--- src/rtl/slp_pkg.sv ---
package slp_pkg;
  typedef enum logic [1:0] {
    MODE_RUN       = 2'd0,
    MODE_SLEEP     = 2'd1,
    MODE_BURST     = 2'd2,
    MODE_SLP_BURST = 2'd3
  } slp_mode_e;

  typedef enum logic [2:0] {
    ST_STRAP,
    ST_RUN,
    ST_SLEEP,
    ST_BURST,
    ST_SLP_BURST,
    ST_SKIP,
    ST_MINW
  } slp_state_e;
endpackage

--- src/rtl/slp_thresh.sv ---
module slp_thresh #(
  parameter int TW      = 16,
  parameter int OFF_CYC = 15,
  parameter bit THR_REG = 1'b1,
  localparam int XW     = TW + 2
) (
  input  logic          clk_i,
  input  logic          rst_ni,
  input  logic [TW-1:0] ton_i,
  output logic [XW-1:0] enter_o,
  output logic [XW-1:0] exit_o
);
  localparam logic [XW-1:0] OFF = XW'(OFF_CYC);

  logic [XW-1:0] ton_x, fifth_x, enter_d, exit_d;

  always_comb begin
    ton_x   = {2'b00, ton_i};
    fifth_x = {2'b00, ton_i / TW'(5)};
    enter_d = ton_x + OFF;
    exit_d  = ton_x + fifth_x + OFF;
  end

  generate
    if (THR_REG) begin : g_reg
      logic [XW-1:0] enter_q, exit_q;
      always_ff @(posedge clk_i or negedge rst_ni) begin
        if (!rst_ni) begin
          enter_q <= '0;
          exit_q  <= '0;
        end else begin
          enter_q <= enter_d;
          exit_q  <= exit_d;
        end
      end
      assign enter_o = enter_q;
      assign exit_o  = exit_q;
    end else begin : g_comb
      assign enter_o = enter_d;
      assign exit_o  = exit_d;
    end
  endgenerate
endmodule

--- src/rtl/slp_stop_timer.sv ---
module slp_stop_timer #(
  parameter int STOP_CYC = 6000,
  localparam int CW      = $clog2(STOP_CYC + 1)
) (
  input  logic clk_i,
  input  logic rst_ni,
  input  logic drain_low_i,
  output logic stop_o,
  output logic drain_fall_o,   // drain drops below threshold
  output logic drain_rise_o    // drain climbs back above threshold
);
  localparam logic [CW-1:0] LAST = CW'(STOP_CYC - 1);
  localparam logic [CW-1:0] SAT  = CW'(STOP_CYC);

  logic          low_q;
  logic [CW-1:0] cnt_q;

  always_ff @(posedge clk_i or negedge rst_ni) begin
    if (!rst_ni) begin
      low_q <= 1'b1;
      cnt_q <= '0;
    end else begin
      low_q <= drain_low_i;
      if (drain_low_i)       cnt_q <= '0;
      else if (cnt_q != SAT) cnt_q <= cnt_q + 1'b1;
    end
  end

  assign stop_o       = !drain_low_i && (cnt_q >= LAST);
  assign drain_fall_o = drain_low_i && !low_q;
  assign drain_rise_o = !drain_low_i && low_q;
endmodule

--- src/rtl/slp_mode_fsm.sv ---
module slp_mode_fsm
  import slp_pkg::*;
#(
  parameter int TW = 16,
  localparam int XW = TW + 2
) (
  input  logic          clk_i,
  input  logic          rst_ni,
  input  logic          strap_done_i,
  input  logic          cond_valid_i,
  input  logic [TW-1:0] cond_time_i,
  input  logic [XW-1:0] enter_thr_i,
  input  logic [XW-1:0] exit_thr_i,
  input  logic          stop_i,
  input  logic          drain_fall_i,
  input  logic          drain_rise_i,
  output logic          drive_en_o,
  output logic          skip_cycle_o,
  output logic          force_min_o,
  output slp_mode_e     mode_o
);
  slp_state_e st_q, st_d;
  logic       is_short, is_long;

  assign is_short = cond_valid_i && ({2'b00, cond_time_i} <= enter_thr_i);
  assign is_long  = cond_valid_i && ({2'b00, cond_time_i} >  exit_thr_i);

  always_comb begin
    st_d = st_q;
    unique case (st_q)
      ST_STRAP:     if (strap_done_i) st_d = ST_SLEEP;
      ST_RUN:       if (stop_i) st_d = ST_BURST;
                    else if (is_short) st_d = ST_SLEEP;
      ST_SLEEP:     if (stop_i) st_d = ST_SLP_BURST;
                    else if (is_long) st_d = ST_RUN;
      ST_SLP_BURST: if (is_long) st_d = ST_RUN;
      ST_BURST:     if (drain_fall_i) st_d = ST_SKIP;
      ST_SKIP:      if (stop_i) st_d = ST_BURST;
                    else if (drain_rise_i) st_d = ST_MINW;
      ST_MINW:      if (stop_i) st_d = ST_BURST;
                    else if (drain_rise_i) st_d = ST_RUN;
      default:      st_d = ST_STRAP;
    endcase
  end

  always_ff @(posedge clk_i or negedge rst_ni) begin
    if (!rst_ni) st_q <= ST_STRAP;
    else         st_q <= st_d;
  end

  always_comb begin
    drive_en_o   = (st_q == ST_RUN) || (st_q == ST_MINW);
    skip_cycle_o = (st_q == ST_SKIP);
    force_min_o  = (st_q == ST_MINW);
    unique case (st_q)
      ST_RUN, ST_SKIP, ST_MINW: mode_o = MODE_RUN;
      ST_BURST:                 mode_o = MODE_BURST;
      ST_SLP_BURST:             mode_o = MODE_SLP_BURST;
      default:                  mode_o = MODE_SLEEP;
    endcase
  end
endmodule

--- src/rtl/slp_burst_ctrl.sv ---
module slp_burst_ctrl
  import slp_pkg::*;
#(
  parameter int TW       = 16,
  parameter int STOP_CYC = 6000,
  parameter int OFF_CYC  = 15,
  parameter bit THR_REG  = 1'b1
) (
  input  logic          clk_i,
  input  logic          rst_ni,
  input  logic          strap_done_i,
  input  logic          drain_low_i,
  input  logic          cond_valid_i,
  input  logic [TW-1:0] cond_time_i,
  input  logic [TW-1:0] ton_min_i,
  output logic          drive_en_o,
  output logic          skip_cycle_o,
  output logic          force_min_o,
  output logic [1:0]    mode_o
);
  localparam int XW = TW + 2;

  logic [XW-1:0] enter_thr, exit_thr;
  logic          stop, drain_fall, drain_rise;
  slp_mode_e     mode;

  slp_thresh #(.TW(TW), .OFF_CYC(OFF_CYC), .THR_REG(THR_REG)) u_thr (
    .clk_i   (clk_i),
    .rst_ni  (rst_ni),
    .ton_i   (ton_min_i),
    .enter_o (enter_thr),
    .exit_o  (exit_thr)
  );

  slp_stop_timer #(.STOP_CYC(STOP_CYC)) u_tmr (
    .clk_i        (clk_i),
    .rst_ni       (rst_ni),
    .drain_low_i  (drain_low_i),
    .stop_o       (stop),
    .drain_fall_o (drain_fall),
    .drain_rise_o (drain_rise)
  );

  slp_mode_fsm #(.TW(TW)) u_fsm (
    .clk_i        (clk_i),
    .rst_ni       (rst_ni),
    .strap_done_i (strap_done_i),
    .cond_valid_i (cond_valid_i),
    .cond_time_i  (cond_time_i),
    .enter_thr_i  (enter_thr),
    .exit_thr_i   (exit_thr),
    .stop_i       (stop),
    .drain_fall_i (drain_fall),
    .drain_rise_i (drain_rise),
    .drive_en_o   (drive_en_o),
    .skip_cycle_o (skip_cycle_o),
    .force_min_o  (force_min_o),
    .mode_o       (mode)
  );

  assign mode_o = mode;
endmodule

--- config.mk ---
export PLATFORM = sky130hd
export DESIGN_NAME = slp_burst_ctrl
export DESIGN_NICKNAME = d
export VERILOG_FILES = /design/src/rtl/slp_pkg.sv /design/src/rtl/slp_thresh.sv /design/src/rtl/slp_stop_timer.sv /design/src/rtl/slp_mode_fsm.sv /design/src/rtl/slp_burst_ctrl.sv
export SDC_FILE = /design/constraint.sdc
export NUM_CORES = 1
export LEC_CHECK = 0
export BUFFER_PORTS_ARGS = -buffer_cell sky130_fd_sc_hd__buf_2
export CORE_ASPECT_RATIO = 1.5
export CORE_MARGIN = 10
export CORE_UTILIZATION = 67
export CTS_BUF_LIST = sky130_fd_sc_hd__clkbuf_16
export DETAILED_ROUTE_END_ITERATION = 12
export GPL_TIMING_DRIVEN = 1
export PLACE_DENSITY = 0.95
export SLEW_MARGIN = 15
export SYNTH_ARGS = -nofsm -noshare
export SYNTH_HDL_FRONTEND = slang
export SYNTH_SLANG_ARGS = --single-unit
--- constraint.sdc ---
create_clock -name clk_i -period 4.75 [get_ports clk_i]
set_input_delay 0.95 -clock clk_i [delete_from_list [all_inputs] [get_ports clk_i]]
set_output_delay 0.95 -clock clk_i [all_outputs]
set_load 0.01 [all_outputs]
==> run summary, run 1 <==
* root cell of the clock tree: clkbuf_16
* run status: stopped before the end
* H-tree level count: 2
* cts bufs inserted: 5
* first reported error: [ERROR DPL-0033] detailed placement checks failed during check placement.
* number of post-CTS setup repair buffers: 29
* count of flip-flops with a built-in enable after synthesis: 0
* number of unique standard cell types used by synthesis: 100
* Placer Congestion: 1.061
* number of warnings issued by yosys: 0
* count of hold buffers inserted by post-cts repair: 0
* Post-CTS Resized: 118
* half-perimeter wire length after detailed placement: 16.60 mm
* clock tree sinks: 52
* Initial Utilization: 0.6908
* post-synthesis sequential element count: 52
* IO buf count: 41
* Cells after Synth: 726
* Die W: 96.28 µm
* Rows: 41
* Chip Height: 134.4 µm
* post-synthesis net count: 818
* dominant synthesized flop cell: dfrtp_1
* I/O pin count: 42
* asr flop ratio synth: 1.000
* cell area after synthesis: 5847 µm²
* portion of the post-synthesis area used by sequential elements: 0.2228
* post-place setup slack: -4.765 ns
* Halt Stage: 4_1_cts
* post-synthesis area per instance: 8.054 µm²
* buffer levels on the longest clock path: 2
-- stage by stage --
| step | setup TNS (ns) | std cells | cell area [µm²] |
|---|---|---|---|
| 2_1_floorplan | -55.89 | 726 | 6018 |
| 3_5_place_dp | -65.79 | 1009 | 7437 |
| 3_3_place_gp | -57.27 | 1009 | 7437 |
-- synth_stat cells, types with 14 or more instances --
master / instances / area share
a21o_1: 14 / 0.018
nor2_1: 62 / 0.040
nand2_1: 45 / 0.029
inv_1: 70 / 0.045
xnor2_1: 39 / 0.058
clkbuf_1: 19 / 0.012
xor2_1: 21 / 0.031
nand4_1: 15 / 0.016
nand3_1: 20 / 0.017
o21ai_0: 35 / 0.030
dfrtp_1: 51 / 0.22
nor3_1: 24 / 0.021
a21oi_1: 35 / 0.030
ha_1: 54 / 0.12
-- kinds of logic after synthesis --
kind of cell    after synthesis  share of synthesized area
fa+ha+maj                    56                     0.1207
other cells                   1                  0.0006414
compound gates              198                     0.2508
xor+xnor                     61                    0.09459
buf+inv                     108                    0.07897
simple gates                243                     0.2189
mux                           7                    0.01263
flops                        52                     0.2228
==> inputs of run 2 (changes only) <==
CORE_ASPECT_RATIO = unset   (was 1.5)
CORE_UTILIZATION = 40   (was 67)
CTS_BUF_LIST = unset   (was sky130_fd_sc_hd__clkbuf_16)
PLACE_DENSITY = unset   (was 0.95)
PLACE_DENSITY_LB_ADDON = 0.15   (was unset)
==> run 2 against run 1 <==
Compared with the run above: area after synthesis unchanged; the flow now finishes, with violations (negative setup slack); synthesized cell count unchanged.
==> run summary, run 2 <==
* share of layout cells above drive strength 1: 0.3879
* wire length reported by the detailed router: 17.46 mm
* full die area: 19850 µm²
* number of warnings issued by yosys: 0, unchanged
* average wire per standard cell: 15.70 µm
* Internal Pwr Total: 1.811 mW
* number of remaining DRC errors: 0
* half-perimeter wire length after detailed placement: 13.46 mm, -19%
* dominant cell by count in the synthesized netlist: inv_1
* cell occurring most often along the worst timing path: a21oi_2
* Final Max Slew Viols: 0
* cell area after synthesis: 5847 µm², unchanged
* actual slew at the worst max-slew pin: 0.6564 ns
* via count: 6070
* clock tree sinks: 52, unchanged
* Peak Freq: 0.1143 GHz
* Finished Layout Cells: 1112
* net load switching power: 1.203 mW
* gate family responsible for the most delay along the worst path: compound AO/OA/AOI/OAI gates
* Crit path largest cell delay: 0.41 ns
* failing checks: negative setup slack
* data arrival time of the critical path: 8.97 ns
* Cells after Synth: 726, unchanged
* category of the critical setup timing path: primary input to register
* Yosys top cell by area: dfrtp_1
* Initial Utilization: 0.4054, -0.2854
* via count of the first global-routing pass: 6149
* final setup margin: -3.998 ns
* post-synthesis to final-layout area growth: 45.00%
* iteration count of the initial detailed-routing pass: 6
* largest net degree at the start of global routing: 53
* Worst setup SP type: primary input
* clock transition at the registers of the reported paths: 0.07 ns
* part of the power in combinational logic: 0.685
* final critical path time including I/O delays and setup: 8.748 ns
* Final TNS setup: -54.41 ns
* post-synthesis area per instance: 8.054 µm², unchanged
* number of vias per cell: 5.459
* global-route wire length before repair: 29.08 mm
* cts bufs inserted: 5, unchanged
* Die W: 140.9 µm, +46%
* worst path bufs/invs: 4
* endpoint required time on the critical path: 4.97 ns
* post-synthesis sequential element count: 52, unchanged
* nature of the critical path endpoint: register
* Peak supply drop: 0.0001990 V
* final setup violating endpoints: 17
* antenna viol nets, final: 0
* post-placement cell count: 1076, +6.6%
* share of Yosys cell area claimed by the top area cell type: 0.2183, unchanged
* compound-cell area share of the yosys netlist: 0.2508, unchanged
* Iteration-0 DRC Markers: 386
* Rows: 44, +7.3%
* antenna diode instance count: 0
* xor/xnor cell area share of the yosys netlist: 0.09459, unchanged
* post-synthesis net count: 818, unchanged
* dominant combinational cell family by area after synthesis: compound AO/OA/AOI/OAI gates
* final-report hold violation count: 0
* share of the cycle needed by the critical path after routing: 1.842
* Worst slew margin: 0.5624
* sequential share of power: 0.197
* largest fanout on the critical path: 9
* RSZ-0062 raised after global routing: yes
* total routing usage reported by global routing: 0.1700
* antenna violations before repair: 0
* top library cells by usage in the layout, fill and taps aside: buf_4 (169), inv_1 (65), nor2_1 (52)
* I/O pin count: 42, unchanged
* number of nets at the end of the flow: 1019
* post-place setup slack: -4.510 ns, +0.2553 ns
* ranking of synthesized cells by area: dfrtp_1 (22%), ha_1 (12%), xnor2_1 (5.8%)
* count of flip-flops with a built-in enable after synthesis: 0, unchanged
* H-tree level count: 2, unchanged
* share of total power consumed by net switching: 0.3991
* ranking of synthesized cells by instance count: inv_1 (70), nor2_1 (62), ha_1 (54)
* number of unique standard cell types used by synthesis: 100, unchanged
* run status: finished with violations
* fraction of synthesized area in multiplexers: 0.01263, unchanged
* standby leakage power: 3.995 nW
* pwr/cell area: 355.4 nW/µm²
* number of max-cap violations: 0
* Chip Height: 140.9 µm, +4.8%
* synthesized-area fraction occupied by and/or/nand/nor cells: 0.2189, unchanged
* portion of the post-synthesis area used by sequential elements: 0.2228, unchanged
* Clk network pwr share: 0.118
* area share of fa/ha/maj cells after synthesis: 0.1207, unchanged
* count of hold buffers inserted by post-cts repair: 0, unchanged
* root cell of the clock tree: clkbuf_16
* post-route clock skew: 0.007604 ns
* hold slack: 0.5516 ns
* max reg flops: 18
* total overflow reported by the global router: 0
* leading cell type in the layout, fill and taps excluded: buf_4
* IO buf count: 41, unchanged
* CTS tree: done
* Placer Congestion: 0.9212, -13%
* slowest cell on the critical path: a2111oi_1
* dominant synthesized flop cell: dfrtp_1
* Worst-Skew Late Latency: 0.30 ns
* buffer levels on the longest clock path: 2, unchanged
* Std-Cell Core Area: 14420 µm²
* asr flop ratio synth: 1.000, unchanged
* Hold WC Path Type: register to register
run 2: cell counts after synthesis:
No cell type changed its count.
run 2: cell type report:
| cell class | instances | area, µm² |
|---|---|---|
| sequential | 52 | 1303 |
| clock buffer | 6 | 128.9 |
| multi-input combinational | 566 | 4718 |
| inverter | 72 | 272.8 |
| tap | 184 | 230.2 |
| timing repair buffer | 230 | 1809 |
| clock inverter | 2 | 16.27 |
| fill | 1265 | 5946 |
run 2: path summary, 6_finish.rpt:
path,from,to,slack (ns),cells past startpoint
setup / recovery,ton_min_i[12],u_thr.exit_o[15],-4.00,44
hold / removal,u_tmr.cnt_q[10],u_tmr.cnt_q[10],0.55,2
setup reg to reg,u_thr.exit_o[3],u_fsm.st_q[1],1.45,15
hold reg to reg,u_tmr.cnt_q[10],u_tmr.cnt_q[10],0.55,2
max in group asynchronous,rst_ni,u_thr.enter_o[2],3.53,2
min in group asynchronous,rst_ni,u_tmr.cnt_q[5],0.75,2
run 2: repair_timing:
| item | in CTS | in global routing |
|---|---|---|
| setup endpoints to repair | 17 | 17 |
| hold endpoints to repair | 0 | 0 |
| gates resized for setup | 91 | 42 |
| gates cloned | 2 | 2 |
| setup buffers | 30 | 9 |
| pin swaps | 45 | 30 |
run 2: power groups by stage:
stage               Clock, mW  Combinational, mW  Sequential, mW
finish                  0.356               2.06           0.593
global route            0.381               2.26           0.603
CTS                     0.364               1.93           0.593
detailed placement          0               1.68           0.601
global placement            0               1.63           0.597
floorplan                   0               1.05           0.569
run 2: logic make-up (layout without fill, tap and decap cells):
group,count (synthesis),after routing
AND/OR/NAND/NOR,243,243
AO/OA/AOI/OAI,198,198
buffers and inverters,108,310
XOR/XNOR,61,61
adder cells (fa/ha/maj),56,56
flip-flops,52,52
multiplexers,7,7
other,1,1
run 2: through the flow:
stage          utilization  total power [mW]  cell area, µm²
3_5_place_dp        0.5171             2.277            7458
2_1_floorplan            -             1.616            6018
5_1_grt             0.5878             3.243            8478
3_3_place_gp        0.5171             2.224            7458
4_1_cts             0.5688             2.884            8204
6_report            0.5878             3.014            8478
run 2: worst register-to-register path, cell delays in order (launching register included):
cell and delay [ns]:
dfrtp_1 0.32, inv_1 0.04, ha_1 0.28, a21o_1 0.18, a21o_1 0.17, a211oi_1 0.25, o21ai_0 0.19, a221o_1 0.39
a21oi_1 0.16, nor2b_1 0.06, o21ai_0 0.42, a21oi_1 0.14, a21o_1 0.19, o21ai_0 0.14, o21ai_0 0.10, o21ai_0 0.17
run 2: layer usage:
metal	track usage	vias to the layer above	wire, µm	share of wire
met5	0	-	0	0
met4	0.05435	0	325	0.019
met3	0.01579	25	593	0.034
met2	0.2951	146	8681	0.50
met1	0.2160	2881	7854	0.45
li1	-	3018	-	-
Power figures use the tool's default switching activity.
==> inputs of run 3 (changes only) <==
ABC_AREA = 1   (was unset)
==> run 3 against run 2 <==
Compared with the run above: the flow still finishes with violations (negative setup slack); area after synthesis shrank 12%; wire length shrank 17%; final cell count shrank 0.27%; hold slack lost 0.026 ns; synthesized cell count shrank 1.9%; utilization grew 3.6 points; worst setup slack gained 0.16 ns; flip-flop and latch count is the same; clock-buffer cell count grew 1; die area shrank 11%; global-route usage shrank 1.4 points; critical path type unchanged; largest cell class unchanged.
==> run summary, run 3 <==
* total overflow reported by the global router: 0, unchanged
* wire length reported by the detailed router: 14.51 mm, -17%
* largest net degree at the start of global routing: 53, unchanged
* Worst-Skew Late Latency: 0.28 ns, -0.02 ns
* share of the cycle needed by the critical path after routing: 1.809, -0.03304
* Hold WC Path Type: register to register
* antenna diode instance count: 0, unchanged
* final setup margin: -3.841 ns, +0.1569 ns
* leading cell type in the layout, fill and taps excluded: buf_4
* Worst setup SP type: primary input
* Die W: 133.2 µm, -5.4%
* Initial Utilization: 0.4082, +0.002802
* final-report hold violation count: 0, unchanged
* endpoint required time on the critical path: 4.96 ns, about the same
* Cells after Synth: 712, -1.9%
* Yosys top cell by area: dfrtp_1
* average wire per standard cell: 13.08 µm, -17%
* number of max-cap violations: 0, unchanged
* Worst slew margin: 0.3294, -0.2330
* dominant synthesized flop cell: dfrtp_1
* full die area: 17750 µm², -11%
* failing checks: negative setup slack
* ranking of synthesized cells by area: dfrtp_1 (25%), ha_1 (13%), nand2_1 (9.3%)
* Chip Height: 133.2 µm, -5.4%
* portion of the post-synthesis area used by sequential elements: 0.2539, +0.03113
* Crit path largest cell delay: 0.28 ns, -0.13 ns
* run status: finished with violations
* final setup violating endpoints: 17, unchanged
* cell area after synthesis: 5130 µm², -12%
* share of Yosys cell area claimed by the top area cell type: 0.2488, +0.03051
* Placer Congestion: 0.8733, -5.2%
* buffer levels on the longest clock path: 2, unchanged
* CTS tree: done
* slowest cell on the critical path: ha_4
* number of vias per cell: 4.809, -12%
* H-tree level count: 2, unchanged
* dominant cell by count in the synthesized netlist: nand2_1
* count of flip-flops with a built-in enable after synthesis: 0, unchanged
* iteration count of the initial detailed-routing pass: 4, -2
* post-synthesis net count: 804, -1.7%
* via count: 5333, -12%
* antenna violations before repair: 0, unchanged
* number of warnings issued by yosys: 0, unchanged
* cts bufs inserted: 5, unchanged
* count of hold buffers inserted by post-cts repair: 0, unchanged
* clock tree sinks: 52, unchanged
* Final TNS setup: -53.00 ns, +1.411 ns
* cell occurring most often along the worst timing path: buf_4
* post-synthesis area per instance: 7.205 µm², -11%
* root cell of the clock tree: clkbuf_16
* post-route clock skew: 0.003955 ns, -0.003649 ns
* clock transition at the registers of the reported paths: 0.07 ns, about the same
* I/O pin count: 42, unchanged
* via count of the first global-routing pass: 5295, -14%
* ranking of synthesized cells by instance count: nand2_1 (127), inv_1 (120), nand3_1 (64)
* antenna viol nets, final: 0, unchanged
* data arrival time of the critical path: 8.80 ns, -0.17 ns
* number of nets at the end of the flow: 1028, +0.88%
* total routing usage reported by global routing: 0.1559, -0.01402
* number of unique standard cell types used by synthesis: 45, -55%
* Peak Freq: 0.1164 GHz, +1.8%
* Iteration-0 DRC Markers: 181, -53%
* top library cells by usage in the layout, fill and taps aside: buf_4 (173), inv_1 (112), nand2_1 (101)
* Std-Cell Core Area: 12570 µm², -13%
* global-route wire length before repair: 23.94 mm, -18%
* category of the critical setup timing path: primary input to register
* asr flop ratio synth: 1.000, unchanged
* RSZ-0062 raised after global routing: yes
* post-synthesis sequential element count: 52, unchanged
* number of remaining DRC errors: 0, unchanged
* Rows: 41, -6.8%
* largest fanout on the critical path: 5, -4
* nature of the critical path endpoint: register
* Final Max Slew Viols: 0, unchanged
* max reg flops: 18, unchanged
* post-synthesis to final-layout area growth: 52.76%
* share of layout cells above drive strength 1: 0.4322, +0.04430
* final critical path time including I/O delays and setup: 8.591 ns, -0.1569 ns
* half-perimeter wire length after detailed placement: 10.17 mm, -24%
* actual slew at the worst max-slew pin: 0.9933 ns, +0.3369 ns
* IO buf count: 41, unchanged
==> run 3: per-stage QoR <==
stage	setup WS [ns]	cell area (µm²)	hold WS (ns)	utilization	std cells
after CTS	-3.474	7511	0.5334	0.5976	1099
after global placement	-3.836	6491	0.4982	0.5165	1024
final	-3.841	7836	0.5258	0.6235	1109
after detailed placement	-4.018	6491	0.5177	0.5165	1024
after floorplan	-3.429	5336	0.4807	-	712
after global routing	-4.263	7836	0.5602	0.6235	1109
==> run 3: what timing repair did <==
item / in CTS / in global routing
gates resized for setup: 78 / 54
pin swaps: 50 / 61
buffers inserted: 72 / 10
setup endpoints to repair: 17 / 17
==> run 3: routing by layer <==
layer / global-route usage / vias to the layer above / share of wire
met5: 0 / - / 0
met4: 0.05441 / 0 / 0.029
met3: 0.02068 / 29 / 0.030
met2: 0.2883 / 93 / 0.52
met1: 0.1786 / 2455 / 0.42
li1: - / 2756 / -
==> run 3: worst max-delay path, delay by kind of cell <==
| family | cells | cell delay (ns) |
|---|---|---|
| xor gates and xnor gates | 2 | 0.38 |
| adders and majority gates | 1 | 0.28 |
| AOI/OAI and AO/OA | 4 | 0.59 |
| buffers and inverters | 46 | 5.49 |
| and+or+nand+nor | 10 | 1.08 |
==> run 3: cell families after synthesis <==
| logic type | synth area share |
|---|---|
| AO/OA/AOI/OAI | 0.1032 |
| XOR/XNOR | 0.06829 |
| flip-flops | 0.2539 |
| other | 0.0007310 |
| adder cells (fa/ha/maj) | 0.1356 |
| buffers and inverters | 0.1083 |
| AND/OR/NAND/NOR | 0.3300 |
==> run 3: worst paths after layout <==
kind / start / end / slack, ns / cells past startpoint
setup / recovery: ton_min_i[13] / u_thr.exit_o[15] / -3.84 / 63
hold / removal: u_tmr.cnt_q[6] / u_tmr.cnt_q[6] / 0.53 / 2
setup reg to reg: u_thr.enter_o[1] / u_fsm.st_q[1] / 1.90 / 16
hold reg to reg: u_tmr.cnt_q[6] / u_tmr.cnt_q[6] / 0.53 / 2
max in group asynchronous: rst_ni / u_thr.exit_o[8] / 3.53 / 2
min in group asynchronous: rst_ni / u_fsm.st_q[2] / 0.77 / 2
==> run 3: cell type report <==
class / count / area, µm²
fillers: 1061 / 4732
inverters: 141 / 559.3
well taps: 172 / 215.2
clock buffers: 7 / 142.6
flip-flops and latches: 52 / 1303
clock inverters: 1 / 7.507
repair buffers: 221 / 1614
multi-input cells: 515 / 3995
Power of run 3 is left out: the tool's default activity adds up to more than one toggle a clock period on the data nets, which glitch-free logic cannot reach.
